--- src/rtl/sp_bank_pkg.sv ---
package sp_bank_pkg;

    localparam int unsigned LVL_N = 4;
    localparam int unsigned LVL_W = $clog2(LVL_N);

    typedef logic [LVL_W-1:0] lvl_t;

    // Mode word; also the layout of the restored status word: [2:1] level, [0] select
    typedef struct packed {
        lvl_t lvl;
        logic sel;
    } mode_t;

    localparam mode_t MODE_RST = '{lvl: LVL_W'(LVL_N - 1), sel: 1'b1};

    // Bank index of the pointer in use for a given mode
    function automatic lvl_t bank_of(mode_t m);
        return ((m.lvl == '0) || !m.sel) ? '0 : m.lvl;
    endfunction

endpackage

--- src/rtl/sp_mode_ctrl.sv ---
module sp_mode_ctrl
    import sp_bank_pkg::*;
(
    input  logic  clk,
    input  logic  rst,
    input  logic  exc_take,
    input  lvl_t  exc_tgt,
    input  logic  exc_ret,
    input  mode_t ret_mode,
    input  logic  selw_req,
    input  logic  selw_val,
    output mode_t mode_q
);

    mode_t mode_d;

    always_comb begin
        mode_d = mode_q;
        if (exc_take) begin
            mode_d.lvl = exc_tgt;
            mode_d.sel = 1'b1;
        end else if (exc_ret) begin
            mode_d = ret_mode;
        end else if (selw_req && (mode_q.lvl != '0)) begin
            mode_d.sel = selw_val;
        end
    end

    always_ff @(posedge clk) begin
        if (rst) mode_q <= MODE_RST;
        else     mode_q <= mode_d;
    end

endmodule

--- src/rtl/sp_regfile.sv ---
module sp_regfile
    import sp_bank_pkg::*;
#(
    parameter int unsigned SP_W = 64
) (
    input  logic                        clk,
    input  logic                        rst,
    input  logic                        wr_en,
    input  lvl_t                        wr_idx,
    input  logic [SP_W-1:0]             wr_data,
    output logic [LVL_N-1:0][SP_W-1:0]  regs
);

    for (genvar g = 0; g < LVL_N; g++) begin : g_bank
        always_ff @(posedge clk) begin
            if (rst)
                regs[g] <= '0;
            else if (wr_en && (wr_idx == LVL_W'(g)))
                regs[g] <= wr_data;
        end
    end

endmodule

--- src/rtl/sp_read_mux.sv ---
module sp_read_mux
    import sp_bank_pkg::*;
#(
    parameter int unsigned SP_W = 64
) (
    input  logic [LVL_N-1:0][SP_W-1:0] regs,
    input  lvl_t                       idx,
    output logic [SP_W-1:0]            sp
);

    always_comb begin
        sp = '0;
        for (int i = 0; i < LVL_N; i++)
            if (idx == LVL_W'(i)) sp = regs[i];
    end

endmodule

--- src/rtl/sp_bank_sel.sv ---
module sp_bank_sel
    import sp_bank_pkg::*;
#(
    parameter int unsigned SP_W = 64
) (
    input  logic             clk,
    input  logic             rst,
    input  logic             exc_take,
    input  logic [1:0]       exc_tgt_lvl,
    input  logic             exc_ret,
    input  logic [2:0]       ret_word,
    input  logic             selw_req,
    input  logic             selw_val,
    input  logic             spw_en,
    input  logic [SP_W-1:0]  spw_data,
    output logic [SP_W-1:0]  sp_out,
    output logic             sel_out,
    output logic [1:0]       lvl_out
);

    mode_t                       mode_q;
    lvl_t                        act_idx;
    logic [LVL_N-1:0][SP_W-1:0]  bank;

    sp_mode_ctrl u_mode (
        .clk      (clk),
        .rst      (rst),
        .exc_take (exc_take),
        .exc_tgt  (lvl_t'(exc_tgt_lvl)),
        .exc_ret  (exc_ret),
        .ret_mode (mode_t'(ret_word)),
        .selw_req (selw_req),
        .selw_val (selw_val),
        .mode_q   (mode_q)
    );

    assign act_idx = bank_of(mode_q);

    sp_regfile #(.SP_W(SP_W)) u_regs (
        .clk     (clk),
        .rst     (rst),
        .wr_en   (spw_en),
        .wr_idx  (act_idx),
        .wr_data (spw_data),
        .regs    (bank)
    );

    sp_read_mux #(.SP_W(SP_W)) u_mux (
        .regs (bank),
        .idx  (act_idx),
        .sp   (sp_out)
    );

    assign sel_out = mode_q.sel;
    assign lvl_out = mode_q.lvl;

endmodule

--- config.mk ---
export PLATFORM = sky130hd
export DESIGN_NAME = sp_bank_sel
export DESIGN_NICKNAME = d
export VERILOG_FILES = /design/src/rtl/sp_bank_pkg.sv /design/src/rtl/sp_mode_ctrl.sv /design/src/rtl/sp_regfile.sv /design/src/rtl/sp_read_mux.sv /design/src/rtl/sp_bank_sel.sv
export SDC_FILE = /design/constraint.sdc
export NUM_CORES = 1
export LEC_CHECK = 0
export ABC_AREA = 1
export ABC_CLOCK_PERIOD_IN_PS = 2000
export BUFFER_PORTS_ARGS = -buffer_cell sky130_fd_sc_hd__buf_2
export CAP_MARGIN = 20
export CORE_MARGIN = 2
export CORE_UTILIZATION = 47
export DETAILED_ROUTE_END_ITERATION = 16
export PLACE_DENSITY = 0.69
export SETUP_SLACK_MARGIN = 0.05
export SLEW_MARGIN = 20
export SYNTH_ARGS = -nofsm -noshare
export SYNTH_HDL_FRONTEND = slang
export SYNTH_HIERARCHICAL = 1
export SYNTH_SLANG_ARGS = --single-unit
--- constraint.sdc ---
create_clock -name clk -period 2 [get_ports clk]
set_input_delay 0.2 -clock clk [delete_from_list [all_inputs] [get_ports clk]]
set_output_delay 0.2 -clock clk [all_outputs]
set_load 0.01 [all_outputs]
==> impl_metrics.env <==
export IMPL_outcome="finished with violations"
export IMPL_violations="setup timing"
export IMPL_fin_crit_sh=1.19
export IMPL_die_x_um=169
export IMPL_cellInternalPower_uw=9980
export IMPL_dp_cells=2421
export IMPL_pwr_density_cell_nw_per_um2=881
export IMPL_min_path_type="primary input to flop"
export IMPL_start_util=0.475
export IMPL_ys_ff_latch=259
export IMPL_drv_slew=0
export IMPL_dp_hpwl_mm=19.8
export IMPL_grt_util_met2=0.408
export IMPL_yosys_cell_types_count=17
export IMPL_grt_busiest_layer="met2"
export IMPL_combPwrFrac=0.226
export IMPL_layout_drive_gt1_share=0.134
export IMPL_r2r_slack_ns=0.15
export IMPL_portBuffers=142
export IMPL_whs_endpoint="u_regs/regs[60]"
export IMPL_syn_area_um2=12700
export IMPL_synth_nets=2115
export IMPL_place_congestion=0.788
export IMPL_worst_slack_ns=-0.374
export IMPL_wl_mm=37.2
export IMPL_fp_coreArea_um2=26800
export IMPL_cap_violations=0
export IMPL_numCtsBuffers=30
export IMPL_reg2reg_depth=10
export IMPL_final_cells=2576
export IMPL_vias=13033
export IMPL_drc_errors=0
export IMPL_worst_setup_path_start_kind="flop"
export IMPL_met3_usage=0.0323
export IMPL_htree_num_levels=1
export IMPL_clkPwrFrac=0.366
export IMPL_tritoncts="yes"
export IMPL_chipHeight_um=169
export IMPL_holdWs_ns=0.154
export IMPL_avgSynthCellArea_um2=6.24
export IMPL_cp_required_ns=1.80
export IMPL_yosysWarningCount=6
export IMPL_crit_type="flop to output pin"
export IMPL_r2r_start="u_mode/mode_q[2]"
export IMPL_grt_ovfl_total=0
export IMPL_grt_pass1_vias=11693
export IMPL_clockBufferDepth=3
export IMPL_dieArea_um2=28400
export IMPL_clock_latency_ns=0.55
export IMPL_clock_skew_ns=0.00910
export IMPL_max_slew_worst_pin_slew_ns=0.490
export IMPL_layout_min_cycle_time_ns=2.37
export IMPL_rows=60
export IMPL_nets=2290
export IMPL_drtPass1Iterations=11
export IMPL_area_growth_pct=27.1
export IMPL_clkTransAtPathRegs_ns=0.06
export IMPL_grt_max_degree=75
export IMPL_rsz0062_at_grt="yes"
export IMPL_worst_setup_path_end_kind="output pin"
export IMPL_seqPwrFrac=0.409
export IMPL_antenna_found_initial=1
export IMPL_cts_root_buf="clkbuf_16"
export IMPL_hold_depth=3
export IMPL_ios=143
export IMPL_routedWlPerCell_um=14.4
export IMPL_synthCells=2039
export IMPL_hold_viol=0
export IMPL_use_met1=0.341
export IMPL_setup_viol_count_final=64
export IMPL_power_switching_uw=4270
export IMPL_via_per_inst=5.06
export IMPL_grt_pass1_wl_mm=58.2
export IMPL_fin_util=0.604
export IMPL_fillers=2425
export IMPL_min_from="spw_en"
export IMPL_dr_first_iter_drc_count=1103
export IMPL_track_usage=0.248
export IMPL_max_freq_mhz=421
export IMPL_vdd_drop_max_v=0.000766
export IMPL_relSlewSlack=0.673
export IMPL_ys_seq_area_frac=0.407
export IMPL_critical_path_arrival_ns=2.17
export IMPL_cp_max_fo=5
export IMPL_p_sw_frac=0.300
export IMPL_p_leak_uw=0.00831
export IMPL_setup_tns_ns=-20.28
export IMPL_ant_nets=0
export IMPL_clkSinkCount=259
export IMPL_reg2reg_to="u_regs/regs[43]"
==> Yosys cell counts <==
cell,number,area [µm²]
nor2_1,452,1700
nor2_4,1,11.3
buf_6,15,169
buf_1,16,60.1
buf_4,13,97.6
nand3_2,1,10.0
inv_2,3,11.3
buf_2,91,455
nand2_1,519,1950
inv_1,263,987
dfxtp_1,259,5180
a21oi_1,66,330
nand3_1,264,1320
o21ai_1,1,5.00
clkbuf_1,9,33.8
nand4_1,64,400
nor3_1,2,10.0
==> stage by stage <==
step	worst slack [ns]	instance area (µm²)	total power [µW]
after floorplan	0.233	12700	7690
after global placement	0.0489	13800	8510
after detailed placement	-0.000448	13800	8570
after CTS	-0.374	16100	14300
after global routing	-0.492	16200	14900
final	-0.374	16200	14200
==> state kept, by name, indices dropped and copies added (netlist names) <==
name and cells:
u_mode/mode_q 3, u_regs/regs 256
==> area by class of cell <==
| cell class | count | area [µm²] | share of cell area |
|---|---|---|---|
| Clock buffer | 49 | 913 | 0.0564 |
| Clock inverter | 3 | 18.8 | 0.00116 |
| Inverter | 266 | 1020 | 0.0628 |
| Timing Repair Buffer | 287 | 2710 | 0.167 |
| Sequential cell | 259 | 5190 | 0.321 |
| Tap cell | 341 | 427 | 0.0264 |
| Antenna cell | 1 | 2.50 | 0.000155 |
| Multi-Input combinational cell | 1370 | 5900 | 0.365 |
==> worst max path at each step <==
| stage | startpoint | to |
|---|---|---|
| after floorplan | u_mode/mode_q[1] | sp_out[10] |
| after global placement | u_mode/mode_q[2] | sp_out[61] |
| after detailed placement | u_mode/mode_q[2] | sp_out[61] |
| after CTS | u_mode/mode_q[2] | sp_out[58] |
| after global routing | u_mode/mode_q[2] | sp_out[15] |
| final | u_mode/mode_q[2] | sp_out[58] |
==> kinds of logic after synthesis <==
group	synth area share
compound gates	0.0263
simple gates	0.424
flops	0.407
buf+inv	0.142
==> critical path, cell delays in order, from the launching register on <==
cell and delay (ns):
dfxtp_2 0.36, buf_6 0.10, inv_2 0.04, nor3_4 0.14, buf_12 0.14, buf_12 0.10
nor2_4 0.03, buf_6 0.12, buf_12 0.14, buf_16 0.15, nand2_2 0.05, nand4_1 0.10
buf_2 0.16
==> cells in the final DEF (no fill, tap or decap), drive strengths merged <==
master,count
diode,1
inv,267
buf,211
nor2,453
dlygate4sd3,73
clkinv,2
bufbuf,1
nor3,2
nand4,64
nand3,265
nand2,519
a21oi,66
clkbuf,51
dfxtp,259
o21ai,1
==> repair_timing <==
action | CTS | global route
gates cloned | 12 | 2
buffers inserted | 16 | 1
endpoints found under the setup margin | 64 | 82
endpoints found under the hold margin | 201 | 0
pin swaps | 19 | 5
gates resized for setup | 52 | 17
hold buffers | 73 | 0
==> routing by layer <==
metal  wire length [µm]  vias to the layer above  share of wire
li1                   -                     6582              -
met4                766                        0          0.021
met2              17200                      436           0.46
met1              16800                     5953           0.45
met3               2470                       62          0.066
met5                  0                        -              0
==> power by group through the flow <==
stage,registers [µW],logic (µW),clock network [µW]
final,5830,3210,5210
after global routing,5870,3530,5540
after CTS,5820,3130,5320
after detailed placement,5920,2650,0
after global placement,5910,2600,0
after floorplan,5870,1820,0
(Power assumes the default switching activity.)
